$ cat src/rtl/vsimd_pkg.sv
package vsimd_pkg;

    typedef enum logic [1:0] {
        OP_ADD = 2'b00,
        OP_SUB = 2'b01,
        OP_CGT = 2'b10,
        OP_CGE = 2'b11
    } vop_e;

    typedef enum logic [1:0] {
        LW_8   = 2'b00,
        LW_16  = 2'b01,
        LW_32  = 2'b10,
        LW_32X = 2'b11
    } lanew_e;

endpackage

$ cat src/rtl/vsimd_carry_split.sv
// Segmented ripple adder: one segment per SEG_W bits, carry chain broken
// at every segment that starts a lane of the selected width.
module vsimd_carry_split #(
    parameter int DATA_W = 64,
    parameter int SEG_W  = 8
) (
    input  logic [DATA_W-1:0]        a,
    input  logic [DATA_W-1:0]        b,
    input  logic [1:0]               lane_sel,
    input  logic                     sub,
    output logic [DATA_W-1:0]        sum,
    output logic [DATA_W/SEG_W-1:0]  seg_cout
);
    localparam int NSEG = DATA_W / SEG_W;

    logic [DATA_W-1:0] b_eff;
    logic [NSEG-1:0]   seg_start;
    logic [NSEG-1:0]   seg_cin;

    assign b_eff = sub ? ~b : b;

    for (genvar i = 0; i < NSEG; i++) begin : g_seg
        localparam bit AT_16 = (i % 2) == 0;
        localparam bit AT_32 = (i % 4) == 0;
        logic [SEG_W:0] part;

        always_comb begin
            unique case (lane_sel)
                2'b00:   seg_start[i] = 1'b1;
                2'b01:   seg_start[i] = AT_16;
                default: seg_start[i] = AT_32;
            endcase
        end

        if (i == 0) begin : g_first
            assign seg_cin[i] = sub;
        end else begin : g_rest
            assign seg_cin[i] = seg_start[i] ? sub : seg_cout[i-1];
        end

        assign part = {1'b0, a[i*SEG_W +: SEG_W]}
                    + {1'b0, b_eff[i*SEG_W +: SEG_W]}
                    + {{SEG_W{1'b0}}, seg_cin[i]};
        assign sum[i*SEG_W +: SEG_W] = part[SEG_W-1:0];
        assign seg_cout[i]           = part[SEG_W];
    end

endmodule

$ cat src/rtl/vsimd_lane_fix.sv
// Per-lane post-processing for one lane width: saturation or compare mask.
module vsimd_lane_fix
    import vsimd_pkg::*;
#(
    parameter int DATA_W = 64,
    parameter int LANE_W = 8
) (
    input  logic [DATA_W-1:0]        sum,
    input  logic [DATA_W/LANE_W-1:0] lane_cout,
    input  logic [DATA_W/LANE_W-1:0] a_msb,
    input  logic [DATA_W/LANE_W-1:0] b_msb,
    input  vop_e                     op,
    input  logic                     sgn,
    input  logic                     sat,
    output logic [DATA_W-1:0]        res
);
    localparam int NLANE = DATA_W / LANE_W;
    localparam logic [LANE_W-1:0] S_MAX = {1'b0, {(LANE_W-1){1'b1}}};
    localparam logic [LANE_W-1:0] S_MIN = {1'b1, {(LANE_W-1){1'b0}}};

    for (genvar j = 0; j < NLANE; j++) begin : g_lane
        logic [LANE_W-1:0] raw;
        logic s_ovf, u_ovf, ge, gt, hit;

        always_comb begin
            raw   = sum[j*LANE_W +: LANE_W];
            s_ovf = (a_msb[j] == b_msb[j]) && (raw[LANE_W-1] != a_msb[j]);
            u_ovf = (op == OP_ADD) ? lane_cout[j] : ~lane_cout[j];
            ge    = sgn ? ~(raw[LANE_W-1] ^ s_ovf) : lane_cout[j];
            gt    = ge && (raw != '0);
            hit   = (op == OP_CGT) ? gt : ge;

            unique case (op)
                OP_CGT, OP_CGE:
                    res[j*LANE_W +: LANE_W] = hit ? '1 : '0;
                default: begin
                    if (sat && sgn && s_ovf)
                        res[j*LANE_W +: LANE_W] = a_msb[j] ? S_MIN : S_MAX;
                    else if (sat && !sgn && u_ovf)
                        res[j*LANE_W +: LANE_W] = (op == OP_SUB) ? '0 : '1;
                    else
                        res[j*LANE_W +: LANE_W] = raw;
                end
            endcase
        end
    end

endmodule

$ cat src/rtl/vsimd_alu.sv
module vsimd_alu
    import vsimd_pkg::*;
#(
    parameter int DATA_W = 64,
    parameter int SEG_W  = 8
) (
    input  logic              clk,
    input  logic              rst_n,
    input  logic              in_valid,
    input  logic [DATA_W-1:0] op_a,
    input  logic [DATA_W-1:0] op_b,
    input  logic [1:0]        op_code,
    input  logic [1:0]        lane_sel,
    input  logic              is_signed,
    input  logic              do_sat,
    output logic              out_valid,
    output logic [DATA_W-1:0] out_result
);
    localparam int NSEG  = DATA_W / SEG_W;
    localparam int NWIDE = 3;

    vop_e              op;
    logic              sub;
    logic [DATA_W-1:0] sum;
    logic [NSEG-1:0]   seg_cout;
    logic [DATA_W-1:0] res_w [NWIDE];
    logic [DATA_W-1:0] res_sel;

    assign op  = vop_e'(op_code);
    assign sub = (op != OP_ADD);

    vsimd_carry_split #(.DATA_W(DATA_W), .SEG_W(SEG_W)) u_add (
        .a        (op_a),
        .b        (op_b),
        .lane_sel (lane_sel),
        .sub      (sub),
        .sum      (sum),
        .seg_cout (seg_cout)
    );

    for (genvar k = 0; k < NWIDE; k++) begin : g_width
        localparam int LW  = SEG_W << k;
        localparam int NL  = DATA_W / LW;
        localparam int SPL = LW / SEG_W;
        logic [NL-1:0] l_cout, l_am, l_bm;

        for (genvar j = 0; j < NL; j++) begin : g_msb
            assign l_cout[j] = seg_cout[j*SPL + SPL - 1];
            assign l_am[j]   = op_a[j*LW + LW - 1];
            assign l_bm[j]   = op_b[j*LW + LW - 1] ^ sub;
        end

        vsimd_lane_fix #(.DATA_W(DATA_W), .LANE_W(LW)) u_fix (
            .sum       (sum),
            .lane_cout (l_cout),
            .a_msb     (l_am),
            .b_msb     (l_bm),
            .op        (op),
            .sgn       (is_signed),
            .sat       (do_sat),
            .res       (res_w[k])
        );
    end

    always_comb begin
        unique case (lanew_e'(lane_sel))
            LW_8:    res_sel = res_w[0];
            LW_16:   res_sel = res_w[1];
            default: res_sel = res_w[2];
        endcase
    end

    always_ff @(posedge clk or negedge rst_n) begin
        if (!rst_n) begin
            out_valid  <= 1'b0;
            out_result <= '0;
        end else begin
            out_valid <= in_valid;
            if (in_valid)
                out_result <= res_sel;
        end
    end

endmodule

$ cat config.mk
export PLATFORM = sky130hd
export DESIGN_NAME = vsimd_alu
export DESIGN_NICKNAME = d
export VERILOG_FILES = /design/src/rtl/vsimd_pkg.sv /design/src/rtl/vsimd_carry_split.sv /design/src/rtl/vsimd_lane_fix.sv /design/src/rtl/vsimd_alu.sv
export SDC_FILE = /design/constraint.sdc
export NUM_CORES = 1
export LEC_CHECK = 0
export BUFFER_PORTS_ARGS = -buffer_cell sky130_fd_sc_hd__buf_2
export CORE_ASPECT_RATIO = 1.75
export CORE_MARGIN = 8
export CORE_UTILIZATION = 37
export CTS_CLUSTER_DIAMETER = 40
export CTS_CLUSTER_SIZE = 8
export DETAILED_ROUTE_END_ITERATION = 8
export GPL_TIMING_DRIVEN = 1
export MAX_ROUTING_LAYER = met4
export PLACE_DENSITY = 0.55
export SYNTH_ARGS = -nofsm -noshare
export SYNTH_HDL_FRONTEND = slang
export SYNTH_SLANG_ARGS = --single-unit
$ cat constraint.sdc
create_clock -name clk -period 1.8 [get_ports clk]
set_input_delay 0.27 -clock clk [delete_from_list [all_inputs] [get_ports clk]]
set_output_delay 0.27 -clock clk [all_outputs]
set_load 0.005 [all_outputs]
==> qor.yml <==
run_status: "finished with violations"
failed_checks: "setup timing"
crit_path_max_delay_cell_type: "fa_2"
ys_flop_type: "dfrtp_1"
syn_area_per_cell_um2: 7.555
initial_utilization_pct: 37.59
fp.dieW_um: 137.1
syn2layout_area_growth_pct: 61.81
diodes: 0
timing.final.crit_share_pct: 413.4
worst_skew_pair.late_latency_ps: 350
globalRouteOverflowTotal: 0
antenna_violating_nets_left: 0
grt_pass1_wl_um: 67560
timing.clock.skew_ps: 0
final.fill_count: 2370
postSynthRegisterBits: 65
portBuffers: 201
total_power_divided_by_cell_area_nw_per_um2: 751.5
avgRoutedWirePerCell_um: 20.22
routed_wirelength_um: 43900
critPathRequiredTime_ps: 2020
cts.sink_count: 65
seq_area_frac_synth_pct: 17.14
synth-edff-count: 0
core_region_area_um2: 25240
cap_viol_max_count: 0
dieArea_um2: 31230
critical_path.most_common_cell: "fa_2"
nets: 2057
path_max_fanout: 6
cts.root.buffer_cell: "clkbuf_16"
dp.cells: 2123
first_global_vias: 13290
max_stage_delay_ps: 430
max_transition_viols_final: 0
yosysUniqueCellTypes: 94
gr-usage-all-layers_pct: 28.36
worst-slew-pin-transition_ps: 883.1
floorplan.io_pins: 202
final_layout_size_suffix_gt1_share_pct: 44.26
start_kind: "input port"
max_slew_margin_pct: 40.73
clk_pin_slew_worst_paths_ps: 50
crit_path_end_kind: "register"
dr_total_vias: 12640
layout_setup_ws_ps: -5642
drcViolationCount: 0
cts_made_buffers: 9
layout_min_cycle_time_ps: 7442
clock_tree_from_tritoncts: "done"
drt_iter0_markers: 717
initial_antenna_violation_count: 0
height_of_the_die_um: 227.9
instances_no_fill: 2171
mappedNetlistArea_um2: 9489
async_flop_share_pct: 100.0
mostFrequentLayoutCells: "buf_4, buf_2, nor2_1, nand2_1, a21oi_1"
leakagePower_nw: 6.902
rsz_0062_raised_after_global_routing: "yes"
yosys_warnings: 0
grt_start_max_net_pins: 66
routabilityCongestion: 0.9452
route.detailed.vias_per_inst: 5.823
report.final.setup_viol: 64
arr_time_crit_path_ps: 7660
first_pass_iters: 5
post_syn_nets: 1463
synthCells: 1256
layout.cells.most_common: "buf_4"
clock_tree.htree_level_count: 3
irDropWorstVdd_uv: 475.9
ctsLongestPathBuffers: 2
critical_path_class: "input port to register"
fmaxAchievable_ghz: 0.1344
fp-row-count: 77
dp_hpwl_um: 35440
finalHoldViolations: 0
p_total_mw: 11.54
min_path_type: "input port to async pin"
==> what timing repair did <==
action	in CTS	in global routing
setup endpoints to repair	64	64
gates resized for setup	109	52
setup buffers	23	11
endpoints found under the hold margin	65	0
hold buffers	1	0
pin swaps	81	69
==> worst paths after layout <==
kind / endpoint / cells after the start / from / slack (ps)
max: out_result[6]$_DFFE_PN0P_ / 37 / op_code[1] / -5640
min: out_result[51]$_DFFE_PN0P_ / 3 / rst_n / 470
max reg2reg: out_result[11]$_DFFE_PN0P_ / 2 / out_result[11]$_DFFE_PN0P_ / 860
min reg2reg: out_result[10]$_DFFE_PN0P_ / 2 / out_result[10]$_DFFE_PN0P_ / 490
max in group asynchronous: out_result[57]$_DFFE_PN0P_ / 3 / rst_n / 960
min in group clk: out_result[36]$_DFFE_PN0P_ / 4 / in_valid / 470
==> report_power, final <==
part	total (mW)	switching, mW	internal, mW
combinational	7.58	3.77	3.81
clock	1.96	0.701	1.26
sequential	2.00	0.218	1.78
==> synth_stat cells (6+ instances only) <==
library cell    n  area, um^2
a21o_1         25       187.7
a41oi_1         8       70.07
dfrtp_1        65        1627
a2111oi_0      14       122.6
xnor2_1        76       665.6
or2_2           6       37.54
a211oi_1       20       150.1
and2_1         11       68.82
nand4_1        10       62.56
a21boi_0       10       75.07
and3_1          7       43.79
nor3_1         37       185.2
o31ai_1         9       67.56
o21ai_0       103       515.5
fa_1           14       280.3
a2bb2oi_1       8       70.07
mux2i_1         8       80.08
nand2b_1       11       68.82
o21bai_1        8       60.06
o311ai_0        7       61.31
o21a_1         23       172.7
a32oi_1         7       61.31
a21oi_1       110       550.5
a211o_1         7       61.31
o211a_1         7       70.07
a31oi_1        38       237.7
o32a_1         12       120.1
clkbuf_1       47       176.4
ha_1           56       700.7
nor2b_1        12       75.07
nand3b_1        6       45.04
or3_1          13       81.33
nand3_1        31       155.2
nor2_1        140       525.5
inv_1          33       123.9
o211ai_1       17       127.6
nor4_1          8       50.05
o221ai_1       10       87.58
xor2_1         16       140.1
o2111ai_1       9       78.83
nand2_1        92       345.3
==> layout make-up <==
cell class	instances	area, um^2	share of cell area, %
clock buffers	15	297.8	1.939
clock inverters	1	30.03	0.1956
inverters	35	131.4	0.8556
repair buffers	641	4523	29.46
flip-flops and latches	65	1627	10.59
multi-input cells	1098	8351	54.38
well taps	316	395.4	2.575
==> cells by family after synthesis <==
| logic type | count (synthesis) | share of synthesized area [%] |
|---|---|---|
| AO/OA/AOI/OAI | 506 | 36.54 |
| XOR/XNOR | 92 | 8.492 |
| adder cells (fa/ha/maj) | 70 | 10.34 |
| buffers and inverters | 93 | 4.483 |
| flip-flops | 65 | 17.14 |
| multiplexers | 10 | 1.081 |
| AND/OR/NAND/NOR | 420 | 21.93 |
==> sequential cells by signal (all words and copies together) (netlist names) <==
name        count
out_result     64
out_valid       1
==> routing by layer <==
| layer | global-route usage [%] | up-vias | wire (um) |
|---|---|---|---|
| li1 | - | 5973 | - |
| met1 | 26.20 | 6087 | 14930 |
| met2 | 53.35 | 429 | 24440 |
| met3 | 3.499 | 152 | 1908 |
| met4 | 16.72 | 0 | 2618 |
| met5 | - | - | 0 |
==> metrics by stage <==
| stage | worst slack (ps) | instance area (um^2) | hold slack (ps) | util, % | setup TNS [ps] |
|---|---|---|---|---|---|
| after global routing | -5922 | 15350 | 486.0 | 60.83 | -374860 |
| after global placement | -6572 | 13950 | 326.2 | 55.25 | -403810 |
| final | -5642 | 15350 | 468.9 | 60.83 | -357350 |
| after floorplan | -5838 | 9782 | -25.59 | - | -367390 |
| after detailed placement | -6645 | 13950 | 324.9 | 55.25 | -412050 |
| after CTS | -5737 | 14950 | 440.6 | 59.24 | -360710 |
==> critical path, delay by kind of cell <==
kind / cells / cell delay [ps]
xor+xnor: 1 / 100
simple gates: 10 / 1690
buf+inv: 7 / 930
fa+ha+maj: 6 / 2270
compound gates: 13 / 2360
(Power assumes the default switching activity.)
